`config.mk`:
```
export PLATFORM = sky130hd
export DESIGN_NAME = udiv_flags
export DESIGN_NICKNAME = d
export VERILOG_FILES = /design/src/rtl/udiv_pkg.sv /design/src/rtl/udiv_step.sv /design/src/rtl/udiv_seq.sv /design/src/rtl/udiv_flag_gen.sv /design/src/rtl/udiv_flags.sv
export SDC_FILE = /design/constraint.sdc
export NUM_CORES = 1
export LEC_CHECK = 0
export ABC_CLOCK_PERIOD_IN_PS = 5500
export BUFFER_PORTS_ARGS = -buffer_cell sky130_fd_sc_hd__buf_2
export CAP_MARGIN = 20
export CORE_ASPECT_RATIO = 1.2
export CORE_MARGIN = 2
export CORE_UTILIZATION = 55
export CTS_CLUSTER_SIZE = 24
export DETAILED_ROUTE_END_ITERATION = 10
export HOLD_SLACK_MARGIN = 0.02
export PLACE_DENSITY = 0.82
export SYNTH_ARGS = -nofsm -noshare
export SYNTH_HDL_FRONTEND = slang
export SYNTH_SLANG_ARGS = --single-unit
```
`constraint.sdc`:
```
create_clock -name clk -period 5.5 [get_ports clk]
set_input_delay 0.825 -clock clk [delete_from_list [all_inputs] [get_ports clk]]
set_output_delay 0.825 -clock clk [all_outputs]
set_load 0.05 [all_outputs]
```
`src/rtl/udiv_pkg.sv`:
```
package udiv_pkg;

   typedef struct packed {
      logic cy;
      logic ac;
      logic ov;
      logic n;
      logic z;
   } udiv_flags_t;

endpackage

```
`src/rtl/udiv_step.sv`:
```
module udiv_step #(
   parameter int W = 16
) (
   input  logic [W-1:0] rem_i,
   input  logic         bit_i,
   input  logic [W-1:0] dvs_i,
   output logic [W-1:0] rem_o,
   output logic         qbit_o
);

   logic [W:0] shifted;
   logic [W:0] trial;

   assign shifted = {rem_i, bit_i};
   assign trial   = shifted - {1'b0, dvs_i};
   // no borrow means the divisor fits: keep the difference
   assign qbit_o  = ~trial[W];
   assign rem_o   = trial[W] ? shifted[W-1:0] : trial[W-1:0];

endmodule

```
`src/rtl/udiv_seq.sv`:
```
module udiv_seq #(
   parameter int WORD_W  = 16,
   parameter int BYTE_W  = 8,
   parameter bit WORD_EN = 1'b1
) (
   input  logic              clk,
   input  logic              rst_n,
   input  logic              start,
   input  logic              word_mode,
   input  logic [WORD_W-1:0] dividend,
   input  logic [WORD_W-1:0] divisor,
   input  logic              ac_in,
   output logic              busy,
   output logic              fin,
   output logic              fin_dz,
   output logic              fin_wmode,
   output logic              fin_ac,
   output logic [WORD_W-1:0] fin_quo,
   output logic [WORD_W-1:0] fin_rem
);

   localparam int CW  = $clog2(WORD_W + 1);
   localparam int PAD = WORD_W - BYTE_W;

   logic              eff_mode;
   logic [WORD_W-1:0] dvs_in;
   logic [WORD_W-1:0] quo_in;
   logic              accept;
   logic              last;

   logic              busy_q;
   logic [CW-1:0]     cnt_q;
   logic [WORD_W-1:0] rem_q;
   logic [WORD_W-1:0] quo_q;
   logic [WORD_W-1:0] div_q;
   logic              wm_q;
   logic              ac_q;

   logic [WORD_W-1:0] rem_nxt;
   logic [WORD_W-1:0] quo_nxt;
   logic              qbit;

   generate
      if (WORD_EN) begin : g_word
         assign eff_mode = word_mode;
      end else begin : g_byte_only
         assign eff_mode = 1'b0;
      end
   endgenerate

   assign dvs_in = eff_mode ? divisor  : {{PAD{1'b0}}, divisor[BYTE_W-1:0]};
   // byte dividend is placed at the top so the same shift chain serves both modes
   assign quo_in = eff_mode ? dividend : {dividend[BYTE_W-1:0], {PAD{1'b0}}};

   assign accept = start && !busy_q;
   assign fin_dz = accept && (dvs_in == '0);

   udiv_step #(.W(WORD_W)) u_step (
      .rem_i  (rem_q),
      .bit_i  (quo_q[WORD_W-1]),
      .dvs_i  (div_q),
      .rem_o  (rem_nxt),
      .qbit_o (qbit)
   );

   assign quo_nxt = {quo_q[WORD_W-2:0], qbit};
   assign last    = busy_q && (cnt_q == CW'(1));
   assign fin     = last || fin_dz;

   always_ff @(posedge clk) begin
      if (!rst_n) begin
         busy_q <= 1'b0;
         cnt_q  <= '0;
         rem_q  <= '0;
         quo_q  <= '0;
         div_q  <= '0;
         wm_q   <= 1'b0;
         ac_q   <= 1'b0;
      end else if (accept && !fin_dz) begin
         busy_q <= 1'b1;
         cnt_q  <= eff_mode ? CW'(WORD_W) : CW'(BYTE_W);
         rem_q  <= '0;
         quo_q  <= quo_in;
         div_q  <= dvs_in;
         wm_q   <= eff_mode;
         ac_q   <= ac_in;
      end else if (busy_q) begin
         rem_q  <= rem_nxt;
         quo_q  <= quo_nxt;
         cnt_q  <= cnt_q - CW'(1);
         if (last) busy_q <= 1'b0;
      end
   end

   assign busy      = busy_q;
   assign fin_wmode = fin_dz ? eff_mode : wm_q;
   assign fin_ac    = fin_dz ? ac_in : ac_q;
   assign fin_quo   = quo_nxt;
   assign fin_rem   = rem_nxt;

endmodule

```
`src/rtl/udiv_flag_gen.sv`:
```
module udiv_flag_gen
   import udiv_pkg::*;
#(
   parameter int WORD_W = 16,
   parameter int BYTE_W = 8
) (
   input  logic                wmode,
   input  logic                dz,
   input  logic                ac,
   input  logic [WORD_W-1:0]   quo,
   input  logic [WORD_W-1:0]   rem,
   output logic [2*WORD_W-1:0] res,
   output udiv_flags_t         flg
);

   localparam int RPAD = 2*WORD_W - 2*BYTE_W;

   always_comb begin
      flg    = '0;
      flg.ac = ac;
      if (dz) begin
         res    = '0;
         flg.ov = 1'b1;
      end else if (wmode) begin
         res   = {quo, rem};
         flg.n = quo[WORD_W-1];
         flg.z = (quo == '0);
      end else begin
         res   = {{RPAD{1'b0}}, quo[BYTE_W-1:0], rem[BYTE_W-1:0]};
         flg.n = quo[BYTE_W-1];
         flg.z = (quo[BYTE_W-1:0] == '0);
      end
   end

endmodule

```
`src/rtl/udiv_flags.sv`:
```
module udiv_flags
   import udiv_pkg::*;
#(
   parameter int WORD_W  = 16,
   parameter int BYTE_W  = 8,
   parameter bit WORD_EN = 1'b1
) (
   input  logic                clk,
   input  logic                rst_n,
   input  logic                start,
   input  logic                word_mode,
   input  logic [WORD_W-1:0]   dividend,
   input  logic [WORD_W-1:0]   divisor,
   input  logic                ac_in,
   output logic [2*WORD_W-1:0] result,
   output logic                flag_cy,
   output logic                flag_ac,
   output logic                flag_ov,
   output logic                flag_n,
   output logic                flag_z,
   output logic                busy,
   output logic                done
);

   generate
      if (BYTE_W < 2 || BYTE_W >= WORD_W) begin : g_bad_width
         $error("udiv_flags: BYTE_W must be at least 2 and below WORD_W");
      end
   endgenerate

   logic                fin, fin_dz, fin_wmode, fin_ac;
   logic [WORD_W-1:0]   fin_quo, fin_rem;
   logic [2*WORD_W-1:0] res_c;
   udiv_flags_t         flg_c;
   logic [2*WORD_W-1:0] res_q;
   udiv_flags_t         flg_q;
   logic                done_q;

   udiv_seq #(.WORD_W(WORD_W), .BYTE_W(BYTE_W), .WORD_EN(WORD_EN)) u_seq (
      .clk       (clk),
      .rst_n     (rst_n),
      .start     (start),
      .word_mode (word_mode),
      .dividend  (dividend),
      .divisor   (divisor),
      .ac_in     (ac_in),
      .busy      (busy),
      .fin       (fin),
      .fin_dz    (fin_dz),
      .fin_wmode (fin_wmode),
      .fin_ac    (fin_ac),
      .fin_quo   (fin_quo),
      .fin_rem   (fin_rem)
   );

   udiv_flag_gen #(.WORD_W(WORD_W), .BYTE_W(BYTE_W)) u_flags (
      .wmode (fin_wmode),
      .dz    (fin_dz),
      .ac    (fin_ac),
      .quo   (fin_quo),
      .rem   (fin_rem),
      .res   (res_c),
      .flg   (flg_c)
   );

   always_ff @(posedge clk) begin
      if (!rst_n) begin
         res_q  <= '0;
         flg_q  <= '0;
         done_q <= 1'b0;
      end else begin
         done_q <= fin;
         if (fin) begin
            res_q <= res_c;
            flg_q <= flg_c;
         end
      end
   end

   assign result  = res_q;
   assign flag_cy = flg_q.cy;
   assign flag_ac = flg_q.ac;
   assign flag_ov = flg_q.ov;
   assign flag_n  = flg_q.n;
   assign flag_z  = flg_q.z;
   assign done    = done_q;

endmodule

```
=== Yosys cells after proc, flatten, opt, wreduce, memory -nomap -nowiden ===
Index checks and enable logic that the tools add are counted.

* Register bits: 93
* Bits of input ports: 37
* Output and inout port bits: 39
* Word-level logic and storage cells: 48

* Add/sub/neg operators: 2
* Equal/unequal tests: 1
* Multiplexer cells: 18
* Bitwise gates (word level): 2
* Reductions and logical operators: 12

{| class="wikitable"
|+ Operator list
! kind !! count
|-
| $mux W16 || 5
|-
| $mux W32 || 2
|-
| $logic_not A16 Y1 || 2
|-
| $sub A17 B16 Y17 || 1
|-
| $mux W5 || 3
|-
| $logic_not A8 Y1 || 1
|-
| $mux W1 || 6
|-
| $eq A5 B1 Y1 const B || 1
|-
| $sub A5 B1 Y5 const B || 1
|-
| $logic_and A1 B1 Y1 || 4
|-
| $mux W2 || 2
|-
| $logic_not A1 Y1 || 2
|-
| $not A1 Y1 || 2
|-
| $reduce_bool A2 Y1 || 1
|-
| $reduce_or A2 Y1 || 1
|-
| $logic_or A1 B1 Y1 || 1
|}

=== Depth between registers and ports, before layout ===
* Depth in word-level cells: 6
* Mapped depth: 12
* Gate-level depth less buffers: 11

=== By module ===
A second synthesis with hierarchy kept.

* Cells, all modules: 583
* Area, all modules: 5,511.5 µm²

{| class="wikitable"
|+ By module, submodules not included
! module !! instances !! cells an instance !! area an instance (µm²) !! seq. area each (µm²)
|-
| udiv_seq || 1 || 274 || 2,671.3 || 1,121.1
|-
| udiv_flags || 1 || 121 || 1,433.9 || 760.7
|-
| udiv_step || 1 || 128 || 1,009.7 || 0.0
|-
| udiv_flag_gen || 1 || 60 || 396.6 || 0.0
|}

=== Worst setup path after synthesis ===
No wires, ideal clock.

* Path kind: reg2reg
* Start point: reg u_seq.quo_q[15]
* End point: reg res_q[2], in the netlist result[2]
* Library setup time: 0.124 ns
* Arrival: 2.536 ns
* Data required time: 5.376 ns
* Setup slack: 2.839 ns
* Stages on the path, launching flop included: 13
* Path buffers: 1
* Clock period less this slack: 2.661 ns
* Path through: dfxtp_1 -> inv_1 -> ha_1 -> inv_1 -> fa_1 -> a211oi_2 -> o211a_1 -> nor4b_2 -> or4_4 -> nand3_4 -> buf_4 -> mux2i_1 -> o21ai_0

* Cells in the longest elaborated chain, start to end: 4

{| class="wikitable"
|+ Ends and longest elaborated chain
! element !! line !! text
|-
| from (decl) || udiv_seq.sv:34 || <nowiki>logic [WORD_W-1:0] quo_q;</nowiki>
|-
| from (signal assigned) || udiv_seq.sv:83 || <nowiki>quo_q <= quo_in;</nowiki>
|-
| from (signal assigned) || udiv_seq.sv:89 || <nowiki>quo_q <= quo_nxt;</nowiki>
|-
| $sub A17 B16 Y17 || udiv_step.sv:15 || <nowiki>assign trial = shifted - {1'b0, dvs_i};</nowiki>
|-
| $mux W16 || udiv_step.sv:18 || <nowiki>assign rem_o = trial[W] ? shifted[W-1:0] : trial[W-1:0];</nowiki>
|-
| $mux W32 || udiv_flag_gen.sv:24 || <nowiki>end else if (wmode) begin</nowiki>
|-
| $mux W32 || udiv_flag_gen.sv:21 || <nowiki>if (dz) begin</nowiki>
|-
| to (signal assigned) || udiv_flags.sv:74 || <nowiki>res_q <= res_c;</nowiki>
|-
| to (decl) || udiv_flags.sv:35 || <nowiki>logic [2*WORD_W-1:0] res_q;</nowiki>
|}

No other way between the ends.
A chain may end at the register's enable or synchronous reset.

=== Final worst setup path ===
* Start point: in word_mode
* End point: reg u_seq.cnt_q[3]

* Cells in the longest elaborated chain, start to end: 6
* Elaborated cells on any way between the ends: 8
* Those cells by class: 3 x mux; 5 x reduce/logical

{| class="wikitable"
|+ Ends and longest elaborated chain
! element !! line !! text
|-
| from (decl) || udiv_flags.sv:11 || <nowiki>input logic word_mode,</nowiki>
|-
| $mux W16 || udiv_seq.sv:51 || <nowiki>assign dvs_in = eff_mode ? divisor : {{PAD{1'b0}}, divisor[BYTE_W-1:0]};</nowiki>
|-
| $logic_not A16 Y1 || udiv_seq.sv:56 || <nowiki>assign fin_dz = accept && (dvs_in == '0);</nowiki>
|-
| $logic_and A1 B1 Y1 || udiv_seq.sv:56 ||
|-
| $logic_not A1 Y1 || udiv_seq.sv:79 || <nowiki>end else if (accept && !fin_dz) begin</nowiki>
|-
| $logic_and A1 B1 Y1 || udiv_seq.sv:79 ||
|-
| $mux W5 / $reduce_bool A2 Y1 (equally long branches) || - ||
|-
| to (signal assigned) || udiv_seq.sv:81 || <nowiki>cnt_q <= eff_mode ? CW'(WORD_W) : CW'(BYTE_W);</nowiki>
|-
| to (signal assigned) || udiv_seq.sv:90 || <nowiki>cnt_q <= cnt_q - CW'(1);</nowiki>
|-
| to (decl) || udiv_seq.sv:32 || <nowiki>logic [CW-1:0] cnt_q;</nowiki>
|}

Parallel ways exist; a longest one is shown, timed or not.

==> flow_summary.ini <==
[critical_path]
cp.arrival_ns = 3.49
worstSetupStartpointType = input pin
crit_fanout = 29
cp.required_ns = 5.75
path_class = in -> reg
reg2reg_slack_ns = 2.30
end_kind = flip-flop

[yosys]
seq_area_frac_synth_pct = 40.54
ys_warn_count = 0
ys_types = 54
syn_avg_cell_area_sq_um = 8.379
synth_flop_cell = dfxtp_1
synthCells = 548
synth_edf_count = 0
async_flop_share_pct = 0
yosys-top-cells-area = dfxtp_1 (41%), nor2_1 (6.0%), mux2i_1 (5.2%), ha_1 (4.9%), a21oi_1 (4.3%)
yosysTopAreaCellShare_pct = 40.54
synth_area_sq_um = 4592
yosysMostFrequentCell = dfxtp_1
yosys-top-cells-count = dfxtp_1 (93), nor2_1 (73), nand2_1 (45), a21oi_1 (39), o21ai_0 (38)
ys_ff_latch = 93
yosysTopAreaCell = dfxtp_1
synth_nets = 604

[cts]
clockBufferDepth = 2
cts_made_buffers = 9
cts_tree = yes
cts_root_buf = clkbuf_8
numClockSinks = 93
clk_pin_slew_ns = 0.08
cts_resized = 0
post_cts_buffers = 0
clock_latency_ns = 0.37
h-tree-depth = 3
hold_buffers = 0

[detailed_routing]
finalWirelength_um = 11920
vias = 4287
ant_nets = 0
drt_pre_antenna_iters = 5
vias_per_cell = 6.089
post-route-drc-count = 0
drtIter0Drc = 310
wl_per_cell_um = 16.93

[grt]
grt_usage_pct = 27.01
grt_start_max_net_pins = 41
gr-total-overflow = 0
first_global_vias = 4086
antenna_found_initial = 0
grt_pass1_wl_um = 19600

[power]
p_per_area_nw_per_um2 = 326.9
leakage_nw = 2.160
vdd_drop_max_mv = 0.2103

[floorplan]
core-area_sq_um = 8108
die_w_um = 87.41
ios = 76
num_rows = 36
initial_core_util_pct = 56.64
die_area_sq_um = 9099
die_y_um = 104.1

[sta]
slew_viol_final = 0
clock_skew_ns = 0.008031
clock.fmax_ghz = 0.3081
worst_pin_slew_ns = 1.053
maxSlewHeadroom_pct = 29.83
rsz0062_at_grt = no
hold_viol = 0
setup_tns_ns = 0
whs_ns = 0.4505
period_needed_ns = 3.246
final-setup-viol-count = 0
finalWorstSetupSlack_ns = 2.254
min_period_over_period_pct = 59.02

[worst_hold_path]
min_path_type = reg -> reg

[cells_and_area]
drive_above_1_share_pct = 16.75
syn_to_final_growth_pct = 12.21
stdcell_count = 704
nNetsFinal = 661
n_antenna_cell = 0

[status]
outcome = finished clean

[placement]
dp_slack_ns = 1.967
io_buffers = 74
place_inst = 688
gp_congestion = 0.9082
dp_hpwl_um = 8593

[job]
drv_cap = 0
report_power, final:
part / total, mW / internal [mW] / switching, mW
Sequential: 0.749 / 0.710 / 0.0394
Clock: 0.433 / 0.208 / 0.225
Combinational: 0.502 / 0.199 / 0.303
layer usage:
| layer | vias up | GRT usage [%] | share of wire (%) |
|---|---|---|---|
| met5 | - | 0 | 0 |
| met4 | 0 | 13.19 | 3.3 |
| met3 | 30 | 3.968 | 5.4 |
| met2 | 150 | 44.32 | 50 |
| met1 | 2051 | 34.09 | 41 |
| li1 | 2056 | - | - |
worst paths after layout:
kind | from | to | depth (start not counted)
hold reg to reg | result[6]$_SDFFE_PN0P_ | result[6]$_SDFFE_PN0P_ | 2
hold / removal | result[6]$_SDFFE_PN0P_ | result[6]$_SDFFE_PN0P_ | 2
setup / recovery | word_mode | u_seq.cnt_q[3]$_SDFFE_PN0P_ | 6
setup reg to reg | u_seq.quo_q[15]$_SDFFE_PN0P_ | u_seq.rem_q[2]$_SDFFE_PP0P_ | 11
cell usage in the layout (no fill, tap or decap), types with 4 or more instances in the layout:
cell type,netlist,final
dfxtp_1,93,93
buf_2,0,74
nor2_1,73,73
nand2_1,45,45
a21oi_1,39,39
o21ai_0,38,37
inv_1,25,25
mux2i_1,24,24
a22oi_1,22,22
a211oi_1,20,20
ha_1,18,18
nor3_1,13,13
xor2_1,10,10
and3_1,10,10
nand3_1,9,9
clkbuf_8,0,9
nor4_1,7,7
o21a_1,7,7
xnor2_1,6,6
nand2b_1,4,4
clkbuf_1,29,4
buf_4,2,4
per-stage QoR:
| step | utilization [%] | power, mW | instance area (sq um) |
|---|---|---|---|
| 3_5_place_dp | 61.27 | 1.252 | 4967 |
| 3_3_place_gp | 61.17 | 1.234 | 4960 |
| 6_report | 63.55 | 1.684 | 5152 |
| 2_1_floorplan | - | 1.158 | 4592 |
| 4_1_cts | 63.41 | 1.676 | 5141 |
| 5_1_grt | 63.55 | 1.768 | 5152 |
flip-flops by register name, indices dropped and copies added (netlist names):
name	flops
u_seq.div_q	16
u_seq.busy	1
u_seq.ac_q	1
u_seq.wm_q	1
u_seq.quo_q	16
flag_ac	1
done	1
result	32
u_seq.cnt_q	5
flag_n	1
u_seq.rem_q	16
flag_ov	1
flag_z	1
cell families (layout without fill, tap and decap cells):
group	after synthesis	in the layout	share of synthesized area [%]
mux	27	27	5.967
xor+xnor	16	16	3.052
other cells	1	1	0.08167
simple gates	175	175	17.55
flops	93	93	40.55
fa+ha+maj	19	19	5.341
compound gates	158	158	22.13
buf+inv	59	120	5.340
critical path: stages:
cell	delay (ns)
buf_2	0.45
a21boi_0	0.73
o21a_1	0.94
nor2_1	0.14
a221oi_1	0.33
nor2_1	0.07
final cells by class:
cell class / instances / area [sq um]
clock buffer: 13 / 138.9
fill: 706 / 2955
inverter: 26 / 97.59
multi-input combinational: 396 / 2489
timing repair buffer: 79 / 411.6
sequential: 93 / 1862
tap: 95 / 118.9
clock inverter: 2 / 35.03
No activity file was read; power rests on OpenSTA's default activity.
